$ cat config.mk
export PLATFORM = sky130hd
export DESIGN_NAME = wait_clk_ctrl
export DESIGN_NICKNAME = d
export VERILOG_FILES = /design/src/rtl/wait_clk_ctrl.sv
export SDC_FILE = /design/constraint.sdc
export NUM_CORES = 1
export LEC_CHECK = 0
export CORE_MARGIN = 3
export CORE_UTILIZATION = 47
export CTS_BUF_LIST = sky130_fd_sc_hd__clkbuf_16
export DETAILED_ROUTE_END_ITERATION = 8
export GPL_ROUTABILITY_DRIVEN = 0
export PLACE_DENSITY = 0.88
export SKIP_LAST_GASP = 1
export SYNTH_ARGS = -nofsm -noshare
export SYNTH_HDL_FRONTEND = slang
export SYNTH_SLANG_ARGS = --single-unit
$ cat constraint.sdc
create_clock -name clk -period 3.2 [get_ports clk]
set_input_delay 0.32 -clock clk [delete_from_list [all_inputs] [get_ports clk]]
set_output_delay 0.32 -clock clk [all_outputs]
set_load 0.02 [all_outputs]
$ cat src/rtl/wait_clk_ctrl.sv
module wait_clk_ctrl #(
  parameter int IRQ_W      = 4,
  parameter int PERIPH_W   = 3,
  parameter int NOP_SLOTS  = 3,
  parameter int MIN_CYCLES = 16
) (
  input  logic                clk,
  input  logic                rst_n,
  input  logic                wait_req,
  input  logic                fast_ctx,
  input  logic                rep_ctx,
  input  logic [IRQ_W-1:0]    irq_pend,
  input  logic [IRQ_W-1:0]    irq_mask,
  input  logic                phase_t2,
  input  logic                ext_rst,
  input  logic                bus_req,
  output logic                core_clk_en,
  output logic                mem_clk_en,
  output logic                osc_en,
  output logic [PERIPH_W-1:0] periph_clk_en,
  output logic                bus_grant,
  output logic                waiting,
  output logic                nop_slot,
  output logic                wake_stb,
  output logic                wake_by_rst,
  output logic                illegal_stb
);
  localparam int CNT_W = $clog2(MIN_CYCLES + 1);

  typedef enum logic [1:0] {ST_RUN, ST_IDLE, ST_DRAIN} st_t;
  st_t              state;
  logic [CNT_W-1:0] cnt;
  logic             irq_live;

  assign irq_live      = |(irq_pend & ~irq_mask);
  assign waiting       = (state == ST_IDLE);
  assign core_clk_en   = !waiting;
  assign mem_clk_en    = !waiting;
  assign osc_en        = 1'b1;
  assign periph_clk_en = '1;
  assign nop_slot      = (state == ST_DRAIN) && (cnt < CNT_W'(NOP_SLOTS));

  always_ff @(posedge clk or negedge rst_n) begin
    if (!rst_n) begin
      state       <= ST_RUN;
      cnt         <= '0;
      wake_stb    <= 1'b0;
      wake_by_rst <= 1'b0;
      illegal_stb <= 1'b0;
      bus_grant   <= 1'b0;
    end else begin
      wake_stb    <= 1'b0;
      illegal_stb <= 1'b0;
      bus_grant   <= bus_req;
      if (ext_rst) begin
        state       <= ST_RUN;
        cnt         <= '0;
        wake_stb    <= 1'b1;
        wake_by_rst <= 1'b1;
      end else begin
        case (state)
          ST_RUN: if (wait_req) begin
            if (fast_ctx || rep_ctx) illegal_stb <= 1'b1;
            else if (irq_live) begin
              state <= ST_DRAIN;
              cnt   <= '0;
            end else state <= ST_IDLE;
          end
          ST_IDLE: if (irq_live && phase_t2) begin
            state       <= ST_RUN;
            wake_stb    <= 1'b1;
            wake_by_rst <= 1'b0;
          end
          ST_DRAIN: if (cnt == CNT_W'(MIN_CYCLES - 1)) begin
            state       <= ST_RUN;
            cnt         <= '0;
            wake_stb    <= 1'b1;
            wake_by_rst <= 1'b0;
          end else cnt <= cnt + 1'b1;
          default: state <= ST_RUN;
        endcase
      end
    end
  end

  assert_gated_in_wait_R1: assert property (@(posedge clk) disable iff (!rst_n)
    waiting |-> (!core_clk_en && !mem_clk_en));
  assert_enter_on_request_R1: assert property (@(posedge clk) disable iff (!rst_n)
    $rose(waiting) |-> $past(wait_req));
  assert_masked_holds_R3: assert property (@(posedge clk) disable iff (!rst_n)
    (waiting && !ext_rst && !irq_live) |=> waiting);
  assert_wake_on_t2_R4: assert property (@(posedge clk) disable iff (!rst_n)
    ($fell(waiting) && !$past(ext_rst)) |-> ($past(phase_t2) && wake_stb && !wake_by_rst));
  assert_single_wake_R4: assert property (@(posedge clk) disable iff (!rst_n)
    wake_stb |=> !(wake_stb && !wake_by_rst));
  assert_reset_priority_R5: assert property (@(posedge clk) disable iff (!rst_n)
    ext_rst |=> (wake_stb && wake_by_rst && core_clk_en && !waiting));
  assert_grant_follows_R8: assert property (@(posedge clk) disable iff (!rst_n)
    bus_grant == $past(bus_req));
  assert_illegal_no_wait_R9: assert property (@(posedge clk) disable iff (!rst_n)
    illegal_stb |-> (!waiting && !nop_slot));
endmodule

# --- Word level (Yosys, flattened, before mapping) ---
# Index checks and enable logic that the tools add are counted.
totals:
  rom_bits: 0
  latchBits: 0
  input_bits: 16
  output_inout_bits: 12
  memories: 0
  elab_cells: 54
  reg_bits: 11
  mem_bits_rw: 0
op_classes:
  mux: 25
  multipliers: 0
  shifts: 0
  n_bitwise: 2
  div_mod_pow: 0
  order_cmp: 1
  n_eq_ne: 8
  n_addsub: 1
  n_reduce_logical: 11
op_table:
  columns: ["cell", "count"]
  rows:
  - ["$mux W5", 5]
  - ["$mux W2", 6]
  - ["$mux W1", 10]
  - ["$pmux W5 S2", 1]
  - ["$ne A3 B3 Y1 const B", 3]
  - ["$reduce_and A4 Y1", 2]
  - ["$ne A3 B2 Y1 const B", 2]
  - ["$pmux W2 S3", 1]
  - ["$reduce_bool A3 Y1", 2]
  - ["$add A5 B1 Y5 const B", 1]
  - ["$eq A5 B4 Y1 const B", 1]
  - ["$lt A5 B2 Y1 const B", 1]
  - ["$and A4 B4 Y4", 1]
  - ["$not A4 Y4", 1]
  - ["$pmux W1 S2", 2]
  - ["$reduce_or A4 Y1", 1]
  - ["$reduce_and A3 Y1", 1]
  - ["$eq A2 B1 Y1 const B", 1]
  - ["$eq A2 B2 Y1 const B", 1]
  - ["$logic_and A1 B1 Y1", 2]
  - ["$logic_not A2 Y1", 1]
  - ["$logic_not A1 Y1", 1]
  - ["$logic_or A1 B1 Y1", 1]

# --- Longest topological paths before layout ---
# Gate-level depths: netlist (run 1).
logic_depth:
  word_depth: 8
  depth_mapped: 6
  ltp_nobuf: 6

# --- Worst setup path before layout (run 1) ---
# Ideal clock, no wire load.
synth_path:
  path_type: "reg-to-output"
  start: "register state[0]"
  end: "output port nop_slot"
  setup_slack_ps: 1028
  t_required_ps: 2880
  n_path_buf: 0
  arrival_ps: 1852
  stages_incl_launch_ff: 5
  cell_sequence: "dfrtp_1 inv_1 ha_1 nand2b_1 a2111oi_0"
synth_via:
  elab_chain_len: 2
synth_rtl:
  columns: ["item", "line_no", "source"]
  rows:
  - ["start, declared", "31", "st_t state;"]
  - ["start signal, assigned", "45", "state <= ST_RUN;"]
  - ["start signal, assigned", "56", "state <= ST_RUN;"]
  - ["start signal, assigned", "65", "state <= ST_DRAIN;"]
  - ["$eq A2 B2 Y1", "41", "assign nop_slot = (state == ST_DRAIN) && (cnt < CNT_W'(NOP_SLOTS));"]
  - ["$logic_and A1 B1 Y1", "41", null]
  - ["end, declared", "23", "output logic nop_slot,"]
# No other way between the ends.

# --- Final worst setup path (run 1) ---
# Same ends and word-level chain as after synthesis.

==> results of run 1 <==
[worst min-delay path by stage]
stage | start | end | cells past startpoint
after floorplan | rst_n | bus_grant$_DFF_PN0_ | 0
after global placement | wake_by_rst$_DFFE_PN0P_ | wake_by_rst$_DFFE_PN0P_ | 1
after detailed placement | wake_by_rst$_DFFE_PN0P_ | wake_by_rst$_DFFE_PN0P_ | 1
after CTS | rst_n | bus_grant$_DFF_PN0_ | 1
after global routing | rst_n | wake_stb$_DFF_PN0_ | 1
final | rst_n | bus_grant$_DFF_PN0_ | 1
[per-stage QoR]
stage,utilization,cells,total power (uW)
finish,0.708,120,602
global route,0.708,120,633
CTS,0.708,120,607
detailed placement,0.657,116,378
global placement,0.657,116,373
floorplan,-,83,311
[synth_stat cells, types with 2 or more instances]
cell type  instances
a31o_2             2
buf_4              5
dfrtp_1           11
ha_1               4
inv_1              7
mux2i_1            2
nand2_1            3
nand2b_1           7
nand3_1            4
nor2b_1            3
o21ai_0            3
[state kept, by name, indices dropped and copies added (netlist names)]
name and count:
wake_by_rst 1, bus_grant 1, cnt 5, state 2
wake_stb 1, illegal_stb 1
[power by group through the flow]
stage	combinational, uW	sequential [uW]	clock [uW]
final	213	168	220
after global routing	231	170	232
after CTS	214	168	225
after detailed placement	208	170	0
after global placement	204	168	0
after floorplan	135	176	0
[cells by family (layout without fill, tap and decap cells)]
logic type	Yosys count	after routing	share of synthesized area
buf+inv	13	34	0.0925
other cells	1	4	0.00462
mux	2	2	0.0247
compound gates	22	22	0.237
simple gates	27	27	0.240
fa+ha+maj	4	4	0.0616
flops	11	11	0.339
[metal layers]
metal,up-vias,GRT usage,wire length (um)
li1,335,-,-
met1,323,0.203,794
met2,30,0.302,906
met3,5,0.0414,122
met4,0,0.0860,27
met5,-,0,0
[final cells by class]
cell class                 count  area, sq um  area share
multi-input combinational     59          473       0.429
sequential                    11          275       0.249
timing repair buffer          23          230       0.209
clock buffer                   3         75.1      0.0680
inverter                       7         26.3      0.0238
tap                           16         20.0      0.0181
clock inverter                 1         3.75     0.00340
==> results.sh, run 1 <==
export IMPL_status="finished, final reports clean"
export IMPL_synthesis_area_sq_um=812
export IMPL_worst_path_max_fanout=4
export IMPL_antenna_found_initial=0
export IMPL_synth_edf_count=0
export IMPL_crit_arrival_ns=2.24
export IMPL_pwr_share_clk=0.366
export IMPL_final_cell_area_sq_um=1100
export IMPL_row_count=14
export IMPL_grt_pass1_wl_um=2750
export IMPL_vias=693
export IMPL_cts_sinks=11
export IMPL_startpoint="state[0]$_DFFE_PN0P_"
export IMPL_critical_path_n_buffers_inverters=2
export IMPL_final_cell_mix="clkdlybuf4s50_1 (23), dfrtp_1 (11), inv_1 (8), nand2b_1 (7)"
export IMPL_cts_resized=0
export IMPL_finalCritPeriodShare=0.799
export IMPL_slew_violations=0
export IMPL_min_path_type="input pin to async pin"
export IMPL_cts_setup_buffers=0
export IMPL_swShare=0.301
export IMPL_critPathMaxStageDelay_ns=0.69
export IMPL_endpoint="nop_slot"
export IMPL_layout_setup_ws_ns=0.644
export IMPL_post_drt_wl_per_cell_um=15.4
export IMPL_io_pins=28
export IMPL_cp_top_family="buffers and inverters"
export IMPL_synth_main_ff_cell="dfrtp_1"
export IMPL_cts_max_path_buffers=2
export IMPL_antenna_left=0
export IMPL_cts_root_buf="clkbuf_16"
export IMPL_grt_usage=0.176
export IMPL_postSynthCellCount=80
export IMPL_synth_distinct_cells=40
export IMPL_path_depth=5
export IMPL_drive_gt1_frac=0.125
export IMPL_crit_chain="inv_1, ha_1, nand2b_1, a2111oi_0, clkdlybuf4s50_1"
export IMPL_finalNetCount=125
export IMPL_r2r_start="state[0]$_DFFE_PN0P_"
export IMPL_yosysTopAreaCell="dfrtp_1"
export IMPL_final_setup_viol_count=0
export IMPL_cts_htree_levels=1
export IMPL_setup_tns_ns=0
export IMPL_clk_pin_slew_ns=0.04
export IMPL_synthArstFlopShare=1.00
export IMPL_fin_crit_ns=2.56
export IMPL_hold_ws_ns=0.417
export IMPL_dp_worst_setup_slack_ns=1.01
export IMPL_yosysTopAreaCellShare=0.339
export IMPL_synthToLayoutAreaGrowth_pct=35.9
export IMPL_first_pass_iters=4
export IMPL_cts_tree="done"
export IMPL_p_int_uw=421
export IMPL_insertedDiodeCount=0
export IMPL_die_area_sq_um=2260
export IMPL_num_fill_cells=104
export IMPL_grt_max_degree=12
export IMPL_dr_first_iter_drc_count=21
export IMPL_hold_viol_final=0
export IMPL_hold_buffers=0
export IMPL_p_per_area_nw_per_um2=545
export IMPL_cp_slowest_cell="clkdlybuf4s50_1"
export IMPL_initial_core_util=0.521
export IMPL_syn_avg_cell_area_sq_um=10.2
export IMPL_numCtsBuffers=3
export IMPL_grt_pass1_vias=659
export IMPL_worstSetupPathType="flop to output port"
export IMPL_numPortBuffers=23
export IMPL_dpl_cell_area_sq_um=1020
export IMPL_p_seq_frac=0.280
export IMPL_die_x_um=47.6
export IMPL_crit_required_ns=2.88
export IMPL_reg2reg_depth=6
export IMPL_crit_path_end_kind="output port"
export IMPL_insertion_delay_ns=0.24
export IMPL_cp_start_kind="flop"
export IMPL_ys_top_cells_by_area="dfrtp_1 (34%), ha_1 (6.2%), nand2b_1 (5.4%)"
export IMPL_grt_overflow=0
export IMPL_peakVddDrop_v=0.000526
export IMPL_synth_warning_count=0
export IMPL_finalWirelength_um=1850
export IMPL_p_switching_uw=181
export IMPL_drc=0
export IMPL_max_freq_mhz=391
export IMPL_rsz0062_at_grt="false"
export IMPL_maxCapViolations=0
export IMPL_core_area_sq_um=1560
export IMPL_pwr_share_comb=0.354
export IMPL_seq_area_frac_synth=0.339
export IMPL_finalClockSkew_ns=0.00113
export IMPL_viasPerCell=5.78
export IMPL_r2r_end="cnt[3]$_DFFE_PN0P_"
export IMPL_regToRegSetupSlack_ns=1.57
export IMPL_total_leakage_power_uw=0.000458
export IMPL_dieHeight_um=47.6
export IMPL_place_hpwl_um=1390
export IMPL_layout_commonest_cell="clkdlybuf4s50_1"
export IMPL_ys_ff_latch=11
Note: power is estimated with default switching activity, not from simulation.
==> inputs of run 2 (changes only) <==
--- a/config.mk
+++ b/config.mk
@@ -6,11 +6,11 @@
 export NUM_CORES = 1
 export LEC_CHECK = 0
 export CORE_MARGIN = 3
-export CORE_UTILIZATION = 47
+export CORE_UTILIZATION = 44
 export CTS_BUF_LIST = sky130_fd_sc_hd__clkbuf_16
 export DETAILED_ROUTE_END_ITERATION = 8
 export GPL_ROUTABILITY_DRIVEN = 0
-export PLACE_DENSITY = 0.88
+export PLACE_DENSITY = 0.83
 export SKIP_LAST_GASP = 1
 export SYNTH_ARGS = -nofsm -noshare
 export SYNTH_HDL_FRONTEND = slang
==> constraint.sdc (replaced) <==
create_clock -name clk -period 2.4 [get_ports clk]
set_input_delay 0.24 -clock clk [delete_from_list [all_inputs] [get_ports clk]]
set_output_delay 0.24 -clock clk [all_outputs]
set_load 0.02 [all_outputs]
==> run 2 against run 1 <==
Effect of this change: critical path depth is the same; register-to-register slack worse by 0.81 ns; non-clock buffer count stayed put; via count grew 4.6%; highest routed layer unchanged; flip-flop and latch count did not move.
==> results.sh, run 2 (synthesis gave the netlist of run 1 again) <==
export IMPL_finalClockSkew_ns=0.00250
export IMPL_cts_tree="done"
export IMPL_largest_reg_flops=5
export IMPL_fin_crit_ns=2.18
export IMPL_cts_max_path_buffers=2
export IMPL_cp_top_family="buffers and inverters"
export IMPL_vias=725
export IMPL_drive_gt1_frac=0.125
export IMPL_clk_pin_slew_ns=0.04
export IMPL_grt_pass1_wl_um=3430
export IMPL_cts_resized=1
export IMPL_finalWirelength_um=2100
export IMPL_max_freq_mhz=459
export IMPL_crit_chain="inv_1, ha_1, nand2b_1, a2111oi_0, dlygate4sd2_1"
export IMPL_finalCritPeriodShare=0.907
export IMPL_synthToLayoutAreaGrowth_pct=37.0
export IMPL_first_pass_iters=4
export IMPL_worst_path_max_fanout=4
export IMPL_antenna_left=0
export IMPL_crit_required_ns=2.16
export IMPL_io_pins=28
export IMPL_viasPerCell=5.66
export IMPL_numCtsBuffers=3
export IMPL_row_count=14
export IMPL_grt_pass1_vias=711
export IMPL_status="finished, final reports clean"
export IMPL_post_drt_wl_per_cell_um=16.4
export IMPL_cts_setup_buffers=0
export IMPL_largest_register="cnt"
export IMPL_final_core_util=0.690
export IMPL_tightest_slew_ns=0.521
export IMPL_grt_overflow=0
export IMPL_crit_arrival_ns=1.94
export IMPL_layout_commonest_cell="clkdlybuf4s50_1"
export IMPL_dieHeight_um=49.0
export IMPL_core_area_sq_um=1610
export IMPL_p_per_area_nw_per_um2=729
export IMPL_hold_buffers=0
export IMPL_critical_path_n_buffers_inverters=2
export IMPL_min_path_type="input pin to async pin"
export IMPL_rsz0062_at_grt="false"
export IMPL_cts_sinks=11
export IMPL_insertedDiodeCount=0
export IMPL_drc=0
export IMPL_die_x_um=49.0
export IMPL_r2r_start="state[0]$_DFFE_PN0P_"
export IMPL_place_hpwl_um=1520
export IMPL_numPortBuffers=23
export IMPL_critPathMaxStageDelay_ns=0.45
export IMPL_antenna_found_initial=0
export IMPL_hold_viol_final=0
export IMPL_cts_root_buf="clkbuf_16"
export IMPL_max_slew_margin=0.651
export IMPL_dr_first_iter_drc_count=21
export IMPL_worstSetupPathType="flop to output port"
export IMPL_finalNetCount=125
export IMPL_grt_max_degree=12
export IMPL_slew_violations=0
export IMPL_grt_usage=0.190
export IMPL_startpoint="state[0]$_DFFE_PN0P_"
export IMPL_initial_core_util=0.504
export IMPL_reg_top3="cnt x5, state x2"
export IMPL_die_area_sq_um=2400
export IMPL_maxCapViolations=0
export IMPL_total_leakage_power_uw=0.000462
export IMPL_final_setup_viol_count=0
export IMPL_crit_path_end_kind="output port"
export IMPL_cp_slowest_cell="a2111oi_0"
export IMPL_setup_tns_ns=0
export IMPL_peakVddDrop_v=0.000462
export IMPL_insertion_delay_ns=0.24
export IMPL_cp_start_kind="flop"
export IMPL_final_cell_mix="clkdlybuf4s50_1 (22), dfrtp_1 (11), inv_1 (8), nand2b_1 (7)"
export IMPL_cts_htree_levels=1
run 2: cell count changes in the layout (fill, tap and decap cells not counted), sizes merged:
cell,change
dlygate4sd2,+1
clkdlybuf4s50,-1
run 2: final cells by class:
| type | count | area [sq um] |
|---|---|---|
| inverter | 7 | 26.3 |
| multi-input combinational | 59 | 473 |
| clock inverter | 1 | 3.75 |
| fill | 132 | 499 |
| tap | 24 | 30.0 |
| timing repair buffer | 23 | 229 |
| clock buffer | 3 | 75.1 |
| sequential | 11 | 275 |
run 2: path summary, 6_finish.rpt:
path / slack (ns) / endpoint / depth (start not counted)
hold reg to reg: 0.52 / wake_by_rst$_DFFE_PN0P_ / 1
hold / removal: 0.35 / state[1]$_DFFE_PN0P_ / 1
min in group clk: 0.45 / bus_grant$_DFF_PN0_ / 1
setup / recovery: 0.22 / nop_slot / 5
setup reg to reg: 0.76 / cnt[2]$_DFFE_PN0P_ / 6
max in group asynchronous: 1.70 / illegal_stb$_DFF_PN0_ / 1
run 2: power by group:
group | switching, uW | leakage [uW] | total, uW | internal (uW)
logic | 150 | 0.000277 | 281 | 130
clock network | 85.3 | 0.0000423 | 304 | 219
registers | 18.4 | 0.000143 | 226 | 208
total | 254 | 0.000462 | 811 | 557
run 2: metal layers:
layer  GRT usage  up-vias  part of all wire
met4      0.0900        0             0.024
met3      0.0367        7             0.055
met5           0        -                 0
met1       0.225      354              0.41
met2       0.328       33              0.51
li1            -      331                 -
run 2: worst register-to-register path: stages (launching register included):
cell and delay [ns]:
dfrtp_1 0.38, inv_1 0.13, ha_1 0.34, inv_1 0.12
and2_1 0.15, a311oi_1 0.29, o31ai_1 0.10
run 2: metrics by stage:
stage	setup WS (ns)	hold WS [ns]	power, uW	std cells	instance area (sq um)
after global placement	0.344	0.494	498	124	1030
after floorplan	0.308	-0.0556	415	83	823
final	0.223	0.348	811	128	1110
after global routing	0.0900	0.371	853	128	1110
after detailed placement	0.176	0.508	506	124	1030
after CTS	0.238	0.362	812	128	1110
